==> src/rtl/edac_pkg.sv <==
package edac_pkg;

  typedef enum logic [1:0] {
    MODE_OFF      = 2'b00,
    MODE_SECDED   = 2'b01,
    MODE_PAR_EVEN = 2'b10,
    MODE_PAR_ODD  = 2'b11
  } edac_mode_e;

  // Hamming bits needed so that 2**p >= data + p + 1
  function automatic int hbits(int dw);
    int p;
    p = 1;
    for (int i = 0; i < 16; i++)
      if ((1 << p) < dw + p + 1) p++;
    return p;
  endfunction

  // Code position of data bit k: k-th integer from 3 that is not a power of two
  function automatic int hpos(int k);
    int cnt;
    int res;
    cnt = 0;
    res = 0;
    for (int p = 3; p < 256; p++) begin
      if ((p & (p - 1)) != 0) begin
        if (cnt == k) res = p;
        cnt++;
      end
    end
    return res;
  endfunction

  // Mask of data bits that feed Hamming bit j
  function automatic logic [63:0] hmask(int j, int dw);
    logic [63:0] m;
    m = '0;
    for (int k = 0; k < dw; k++)
      if (((hpos(k) >> j) & 1) != 0) m[k] = 1'b1;
    return m;
  endfunction

endpackage

==> src/rtl/edac_encode.sv <==
module edac_encode import edac_pkg::*; #(
  parameter int DW = 16,
  parameter int HW = 5
) (
  input  logic [DW-1:0] data,
  output logic [HW-1:0] ham
);
  for (genvar j = 0; j < HW; j++) begin : g_bit
    localparam logic [63:0] MASK = hmask(j, DW);
    assign ham[j] = ^(data & MASK[DW-1:0]);
  end
endmodule

==> src/rtl/edac_decode.sv <==
module edac_decode import edac_pkg::*; #(
  parameter int DW = 16,
  parameter int HW = 5
) (
  input  logic [DW-1:0] data,
  input  logic [HW:0]   chk,
  input  logic [HW-1:0] ham,
  output logic [DW-1:0] corr,
  output logic          single,
  output logic          multi
);
  logic [HW-1:0] syn;
  logic          ovl;
  logic [DW-1:0] flip;
  logic          syn_zero;
  logic          syn_one;
  logic          hit;

  assign syn      = chk[HW-1:0] ^ ham;
  assign ovl      = ^{data, chk};
  assign syn_zero = (syn == '0);
  assign syn_one  = !syn_zero && ((syn & (syn - 1'b1)) == '0);

  for (genvar k = 0; k < DW; k++) begin : g_flip
    localparam int POS = hpos(k);
    assign flip[k] = (int'(syn) == POS);
  end

  assign hit = |flip;

  always_comb begin
    single = 1'b0;
    multi  = 1'b0;
    corr   = data;
    if (ovl) begin
      if (syn_zero || syn_one) begin
        single = 1'b1;               // a check bit alone is wrong
      end else if (hit) begin
        single = 1'b1;
        corr   = data ^ flip;
      end else begin
        multi  = 1'b1;               // syndrome outside the code
      end
    end else if (!syn_zero) begin
      multi = 1'b1;
    end
  end
endmodule

==> src/rtl/edac_guard.sv <==
module edac_guard import edac_pkg::*; #(
  parameter  int DATA_W = 16,
  localparam int HAM_W  = hbits(DATA_W),
  localparam int CHK_W  = HAM_W + 1
) (
  input  logic              clk,
  input  logic              rst_n,
  input  logic              cfg_we,
  input  logic [1:0]        cfg_mode,
  input  logic              bus_mem,
  input  logic              bus_strobe,
  input  logic              bus_read,
  input  logic [DATA_W-1:0] bus_data,
  input  logic [CHK_W-1:0]  bus_chk,
  input  logic              mem_release,
  output logic [CHK_W-1:0]  chk_out,
  output logic              chk_oe,
  output logic              err_n,
  output logic              sng_err,
  output logic              sng_oe,
  output logic [DATA_W-1:0] fix_data,
  output logic              fix_oe
);
  edac_mode_e        mode_q;
  logic              err_q, sng_q, rel_q;
  logic [DATA_W-1:0] fix_q;

  logic [HAM_W-1:0]  ham;
  logic [DATA_W-1:0] corr;
  logic              single, multi;
  logic              on_secded, on_parity, enabled;
  logic              par_bit, par_bad, rd_chk;

  edac_encode #(.DW(DATA_W), .HW(HAM_W)) i_enc (
    .data (bus_data),
    .ham  (ham)
  );

  edac_decode #(.DW(DATA_W), .HW(HAM_W)) i_dec (
    .data   (bus_data),
    .chk    (bus_chk),
    .ham    (ham),
    .corr   (corr),
    .single (single),
    .multi  (multi)
  );

  assign on_secded = (mode_q == MODE_SECDED);
  assign on_parity = (mode_q == MODE_PAR_EVEN) || (mode_q == MODE_PAR_ODD);
  assign enabled   = on_secded || on_parity;

  assign par_bit = (mode_q == MODE_PAR_ODD) ? ~(^bus_data) : ^bus_data;
  assign par_bad = bus_chk[0] ^ par_bit;
  assign rd_chk  = enabled && bus_mem && bus_strobe && bus_read;

  // write side: check bits toward memory
  always_comb begin
    chk_out = '0;
    if (on_secded)      chk_out = {^{bus_data, ham}, ham};
    else if (on_parity) chk_out[0] = par_bit;
  end
  assign chk_oe = enabled && bus_mem && bus_strobe && !bus_read;

  always_ff @(posedge clk or negedge rst_n) begin
    if (!rst_n) begin
      mode_q <= MODE_OFF;
      err_q  <= 1'b0;
      sng_q  <= 1'b0;
      rel_q  <= 1'b0;
      fix_q  <= '0;
    end else begin
      if (cfg_we) mode_q <= edac_mode_e'(cfg_mode);
      err_q <= rd_chk && (on_secded ? multi : par_bad);
      sng_q <= rd_chk && on_secded && single;
      rel_q <= mem_release;
      if (rd_chk && on_secded) fix_q <= corr;
    end
  end

  assign err_n    = !(err_q && enabled);
  assign sng_oe   = on_secded;
  assign sng_err  = sng_q && on_secded;
  assign fix_data = fix_q;
  assign fix_oe   = on_secded && mem_release && rel_q;
endmodule

==> config.mk <==
export PLATFORM = sky130hd
export DESIGN_NAME = edac_guard
export DESIGN_NICKNAME = d
export VERILOG_FILES = /design/src/rtl/edac_pkg.sv /design/src/rtl/edac_encode.sv /design/src/rtl/edac_decode.sv /design/src/rtl/edac_guard.sv
export SDC_FILE = /design/constraint.sdc
export NUM_CORES = 1
export LEC_CHECK = 0
export ABC_AREA = 1
export BUFFER_PORTS_ARGS = -buffer_cell sky130_fd_sc_hd__buf_4
export CORE_MARGIN = 3
export CORE_UTILIZATION = 59
export DETAILED_ROUTE_END_ITERATION = 6
export PLACE_DENSITY_LB_ADDON = 0.05
export SKIP_LAST_GASP = 1
export SLEW_MARGIN = 20
export SYNTH_ARGS = -nofsm -noshare
export SYNTH_HDL_FRONTEND = slang
export SYNTH_SLANG_ARGS = --single-unit
export TNS_END_PERCENT = 1
==> constraint.sdc <==
create_clock -name clk -period 4.5 [get_ports clk]
set_clock_uncertainty 0.2 [all_clocks]
set_input_delay 0.9 -clock clk [delete_from_list [all_inputs] [get_ports clk]]
set_output_delay 0.9 -clock clk [all_outputs]
set_load 0.05 [all_outputs]
==> impl_metrics.yaml, run 1 <==
outcome:
  status: "complete, no violations"
yosys:
  synth-seq-cells: 21
  avgSynthCellArea_um2: 6.42
  synth_cell_type_count: 30
  synth.cell_area_um2: 2390
  syn_inst: 372
  synth_warnings: 0
  ys_seq_area_share_pct: 22.0
  syn_nets: 403
setup_path:
  cp_slowest_cell: "buf_4"
  critPathCaptureType: "primary output"
  required_ns: 3.40
  cp.arrival_ns: 2.68
  critPathKind: "primary input to primary output"
  r2r_start: "mode_q[1]"
  startpoint_type: "primary input"
  critPathMaxFanout: 4
  startpoint: "bus_data[8]"
  cp_slowest_stage_delay_ns: 0.19
  worstPathCellList: "buf_4 -> inv_1 -> nand3_1 -> nand2_1 -> nand2_1 -> nand2_1 -> nand2_1 -> nand2_1 -> xor2_1 -> xnor2_1 -> inv_1 -> a21oi_1 -> o21a_1 -> buf_4"
  critPathMostFrequentCell: "nand2_1"
detailed_routing:
  drc_errors: 0
  drt_pass1_iterations: 4
  met1Wirelength_um: 2770
  ant_nets: 0
  wl_met2_um: 3060
  top_layer_used: "met4"
  drt_iter0_drc: 122
  post_drt_via_cell_ratio: 5.27
  routedWlPerCell_um: 13.2
  vias: 2481
  wl_um: 6230
  wl_met3_um: 367
clock_network:
  clk_latency_ns: 0.26
  cts_resized: 0
  path_clk_slew_ns: 0.08
  cts_tree: "yes"
  clockBufferDepth: 2
  cts_hold_buf: 0
  post_cts_buffers: 0
  cts_root_buffer: "clkbuf_8"
  numCtsBuffers: 3
  htreeDepth: 1
  cts.sinks: 21
die:
  die_area_um2: 4850
  core_um2: 3770
  rows: 22
  dieHeight_um: 69.6
  initial_core_util_pct: 63.3
  die_w_um: 69.6
  num_io_pins: 58
power:
  ir_worst_vdd_mv: 0.334
  leakage_nw: 1.53
  p_per_area_nw_per_um2: 399
cells_and_area:
  final_common_cell: "nand2_1"
  drive_gt1_share_pct: 21.5
  antennaDiodeCount: 0
  nFillCells: 324
  instances_no_fill: 471
  final_cell_mix: "132 x nand2_1, 57 x buf_4, 37 x nand3_1, 32 x inv_1"
  multi_input_area_um2: 1650
  area_delta_synth_final_pct: 19.6
  register_area_um2: 526
  final_nets: 455
grt:
  grt_use_total_pct: 26.6
  grt_pass1_wl_um: 10900
  antenna_found_initial: 0
  grt_pass1_vias: 2386
  grt_overflow: 0
  grt_max_degree: 29
place:
  placedCellCount: 467
  gp_congestion: 0.921
  portBuffers: 57
  dp_hpwl_um: 5080
  post-place-ws_ns: 0.745
hold_path:
  worstHoldPathType: "flop to flop"
  min_from: "fix_data[9]"
timing:
  finalHoldViolations: 0
  worst_slew_pin_slew_ns: 0.881
  period_minus_slack_ns: 3.78
  drv_slew: 0
  maxSlewHeadroom_pct: 41.1
  post-route-period-util_pct: 83.9
  fin_ws_ns: 0.724
  max_freq_mhz: 265
  finalSetupTns_ns: 0
  finalSetupViolations: 0
  rsz0062_at_grt: "no"
flow_run:
  cap_viol_max_count: 0
-- cell type report --
cell class	instances	area share (%)
Clock buffer	4	1.58
Inverter	39	5.13
Multi-Input combinational cell	302	57.8
Sequential cell	21	18.4
Tap cell	48	2.10
Timing Repair Buffer	57	15.0
-- state kept, by name, indices dropped and copies added (netlist names) --
name and count:
mode_q 2, rel_q 1, err_q 1, fix_data 16, sng_q 1
-- critical path, delay by kind of cell --
kind	cells	cell delay [ns]
AND/OR/NAND/NOR	6	0.68
buffers and inverters	4	0.51
XOR/XNOR	2	0.32
AO/OA/AOI/OAI	2	0.25
-- cell usage after synthesis --
master / instances / area share (%)
nand2_1: 132 / 21
nand3_1: 37 / 7.8
inv_1: 32 / 5.0
nor2_1: 24 / 3.8
xor2_1: 24 / 8.8
xnor2_1: 23 / 8.4
dfrtp_1: 21 / 22
nand2_2: 11 / 2.9
o21ai_0: 10 / 2.1
o21ai_1: 9 / 1.9
buf_4: 7 / 2.2
a21oi_1: 6 / 1.3
inv_2: 6 / 0.94
nand3b_1: 6 / 1.9
nor2_2: 3 / 0.79
xnor2_2: 3 / 2.0
clkbuf_1: 2 / 0.31
nand2_4: 2 / 0.94
nand3_2: 2 / 0.84
nor4_1: 2 / 0.52
buf_2: 1 / 0.21
clkinv_1: 1 / 0.16
nor2_4: 1 / 0.47
nor3_1: 1 / 0.21
nor3_2: 1 / 0.42
o21a_1: 1 / 0.31
o22ai_1: 1 / 0.26
xnor3_1: 1 / 0.94
xor2_2: 1 / 0.68
xor2_4: 1 / 1.2
-- per-stage QoR --
| step | total power, mW | area [um^2] | util [%] | hold WS [ns] |
|---|---|---|---|---|
| after detailed placement | 1.01 | 2810 | 74.5 | 0.267 |
| after global placement | 0.995 | 2810 | 74.5 | 0.264 |
| after CTS | 1.14 | 2860 | 75.7 | 0.289 |
| final | 1.14 | 2860 | 75.7 | 0.285 |
| after floorplan | 0.807 | 2390 | - | 0.347 |
| after global routing | 1.21 | 2860 | 75.7 | 0.311 |
-- cell families after synthesis --
| kind of cell | synth area share, % |
|---|---|
| simple gates | 41.2 |
| xor+xnor | 22.1 |
| buf+inv | 8.86 |
| compound gates | 5.82 |
| flops | 22.0 |
-- routing by layer --
layer	GRT usage, %	up-vias
li1	-	1255
met1	35.1	1147
met5	0	-
met4	4.47	0
met3	4.35	6
met2	46.3	73
-- power breakdown --
part	leakage [nW]	internal [mW]	total, mW	switching (mW)
registers	0.269	0.235	0.261	0.0266
clock network	0.0228	0.0631	0.127	0.0641
logic	1.24	0.237	0.751	0.514
-- worst paths after layout --
path                       cells past startpoint  slack [ns]           end
max in group asynchronous                      1        3.57   fix_data[5]
hold reg to reg                                2        0.29   fix_data[9]
setup reg to reg                               6        2.25  fix_data[14]
min in group asynchronous                      1        0.31  fix_data[13]
hold / removal                                 2        0.29   fix_data[9]
setup / recovery                              14        0.72    chk_out[5]
Power figures use the tool's default switching activity.
==> inputs of run 2 (changes only) <==
--- a/config.mk
+++ b/config.mk
@@ -5,10 +5,10 @@
 export SDC_FILE = /design/constraint.sdc
 export NUM_CORES = 1
 export LEC_CHECK = 0
-export ABC_AREA = 1
+export ABC_AREA = 0
 export BUFFER_PORTS_ARGS = -buffer_cell sky130_fd_sc_hd__buf_4
 export CORE_MARGIN = 3
-export CORE_UTILIZATION = 59
+export CORE_UTILIZATION = 46
 export DETAILED_ROUTE_END_ITERATION = 6
 export PLACE_DENSITY_LB_ADDON = 0.05
 export SKIP_LAST_GASP = 1
==> constraint.sdc (replaced) <==
create_clock -name clk -period 3.1 [get_ports clk]
set_clock_uncertainty 0.2 [all_clocks]
set_input_delay 0.62 -clock clk [delete_from_list [all_inputs] [get_ports clk]]
set_output_delay 0.62 -clock clk [all_outputs]
set_load 0.05 [all_outputs]
==> impl_metrics.yaml, run 2 <==
grt:
  grt_overflow: 0
  grt_pass1_vias: 1452
  grt_pass1_wl_um: 6430
  antenna_found_initial: 0
  grt_max_degree: 34
  grt_use_total_pct: 18.4
timing:
  finalSetupTns_ns: 0
  period_minus_slack_ns: 3.08
  worst_slew_pin_slew_ns: 0.483
  drv_slew: 0
  rsz0062_at_grt: "yes"
  finalSetupViolations: 0
  post-route-period-util_pct: 99.5
  max_freq_mhz: 324
  maxSlewHeadroom_pct: 67.8
  finalHoldViolations: 0
yosys:
  synth_cell_type_count: 38
  synth.most_common_cell: "nand2_1"
  synth_ff_type: "dfrtp_1"
  ys_seq_area_share_pct: 29.3
  synth.cell_area_um2: 1790
  async_flop_share_pct: 100
  synthTopCellsByCount: "28 x nand2_1, 25 x xnor2_1, 21 x dfrtp_1"
  syn_nets: 212
  synth_warnings: 0
  syn_inst: 181
  synth.area.top_cells: "dfrtp_1 29%, xnor2_1 12%, xor2_1 9.3%"
  avgSynthCellArea_um2: 9.91
  synth.top_cell.area_share_pct: 29.3
  yosysTopAreaCell: "dfrtp_1"
  synth_edf_count: 0
  synth-seq-cells: 21
setup_path:
  critPathKind: "primary input to primary output"
  required_ns: 2.28
  cp.arrival_ns: 2.26
  critPathMaxFanout: 3
  r2r_start: "mode_q[1]"
  startpoint_type: "primary input"
  critPathCaptureType: "primary output"
  r2r-end: "fix_data[3]"
  r2r_setup_slack_ns: 1.19
  r2r.worst_path.cells: 4
clock_network:
  htreeDepth: 1
  cts.sinks: 21
  cts_hold_buf: 0
  numCtsBuffers: 3
  clk_latency_ns: 0.26
  cts_tree: "yes"
  clockBufferDepth: 2
  path_clk_slew_ns: 0.07
  cts_root_buffer: "clkbuf_8"
detailed_routing:
  drt_iter0_drc: 45
  ant_nets: 0
  routedWlPerCell_um: 13.7
  vias: 1457
  post_drt_via_cell_ratio: 4.78
  drc_errors: 0
  wl_um: 4180
  drt_pass1_iterations: 4
power:
  power.share.clock_pct: 9.6
  leakage_nw: 1.21
  netSwitchingPower_uw: 862
  p_per_area_nw_per_um2: 723
  combPwrFrac_pct: 69.4
  ir_worst_vdd_mv: 0.440
  intPower_uw: 972
  total_power_mw: 1.83
  seqPwrFrac_pct: 21.0
  swShare_pct: 47.0
cells_and_area:
  drive_gt1_share_pct: 44.4
  final_nets: 289
  largest_register_ffs: 16
  utilization_pct: 68.2
  register_area_um2: 526
  antennaDiodeCount: 0
  final_cell_mix: "78 x buf_4, 27 x nand2_1, 22 x xnor2_1, 21 x dfrtp_1, 16 x xor2_1"
  multi_input_area_um2: 1280
  instances_no_fill: 305
  area_delta_synth_final_pct: 41.3
  final_common_cell: "buf_4"
  nFillCells: 296
die:
  dieHeight_um: 68.5
  die_w_um: 68.5
  die_area_um2: 4690
  initial_core_util_pct: 48.3
  num_io_pins: 58
  rows: 22
  core_um2: 3720
hold_path:
  worstHoldPathType: "primary input to async pin"
place:
  portBuffers: 57
  dp_hpwl_um: 3490
  gp_congestion: 0.838
  placedCellCount: 297
outcome:
  status: "complete, no violations"
flow_run:
  cap_viol_max_count: 0
-- run 2: cell count changes in the layout (fill, tap and decap cells not counted), sizes merged, moves of 5 or more --
cell,change
nor2,-15
nand2,-117
inv,-35
xnor3,+7
xor2,-6
nand3b,-5
nand3,-35
buf,+23
a21oi,-5
xnor2,+5
-- run 2: worst max-delay path: stages --
cell and delay (ns):
buf_8 0.08, xor3_4 0.47, xnor3_2 0.27, xnor3_1 0.39
nand2_2 0.10, nand3_2 0.08, o21ai_2 0.08, buf_6 0.17
-- run 2: per-stage QoR --
stage | area, um^2 | hold WS, ns | worst slack (ns)
after CTS | 2470 | 0.0421 | 0.0130
after global routing | 2530 | 0.0494 | -0.0522
final | 2530 | 0.0324 | 0.0159
after global placement | 2390 | 0.263 | -0.0523
after detailed placement | 2390 | 0.273 | -0.0896
after floorplan | 1800 | 0.124 | -0.207
-- run 2: how the worst max path moves through the flow --
| stage | startpoint | end | slack, ns | cells after the start |
|---|---|---|---|---|
| 3_3_place_gp | bus_data[15] | chk_out[5] | -0.05 | 8 |
| 3_5_place_dp | bus_data[4] | chk_out[0] | -0.09 | 8 |
| 4_1_cts | bus_data[0] | chk_out[5] | 0.01 | 8 |
| 6_report | bus_data[6] | chk_out[0] | 0.02 | 8 |
| 2_1_floorplan | bus_data[15] | chk_out[5] | -0.21 | 6 |
| 5_1_grt | bus_data[6] | chk_out[0] | -0.05 | 8 |
-- run 2: logic make-up (layout without fill, tap and decap cells) --
group / after synthesis / in the layout / synth area share (%)
DFF: 21 / 21 / 29.3
AOI/OAI and AO/OA: 22 / 22 / 6.63
and+or+nand+nor: 65 / 65 / 18.8
xor gates and xnor gates: 60 / 60 / 41.5
buffers and inverters: 11 / 87 / 2.58
muxes: 2 / 2 / 1.26
-- run 2: layer usage --
metal / GRT usage, % / wire length (um)
met5: 0 / 0
met1: 24.0 / 1830
met2: 33.0 / 2160
met3: 0.985 / 152
met4: 4.47 / 31
-- run 2: layout make-up --
class	count	share of cell area, %
multi-input combinational	149	50.5
timing repair buffer	80	24.1
sequential	21	20.7
tap	48	2.37
clock buffer	4	1.78
inverter	3	0.444
-- run 2: what timing repair did --
| action | CTS | global route |
|---|---|---|
| resized for setup | 6 | 7 |
| setup buffers | 0 | 4 |
| pin swaps | 1 | 5 |
| setup endpoints to repair | 3 | 3 |
-- run 2: power by group through the flow --
stage / clock, mW / combinational [mW] / sequential, mW
floorplan: 0 / 0.639 / 0.613
global placement: 0 / 1.21 / 0.383
detailed placement: 0 / 1.23 / 0.392
CTS: 0.177 / 1.25 / 0.386
global route: 0.190 / 1.36 / 0.393
finish: 0.176 / 1.27 / 0.385
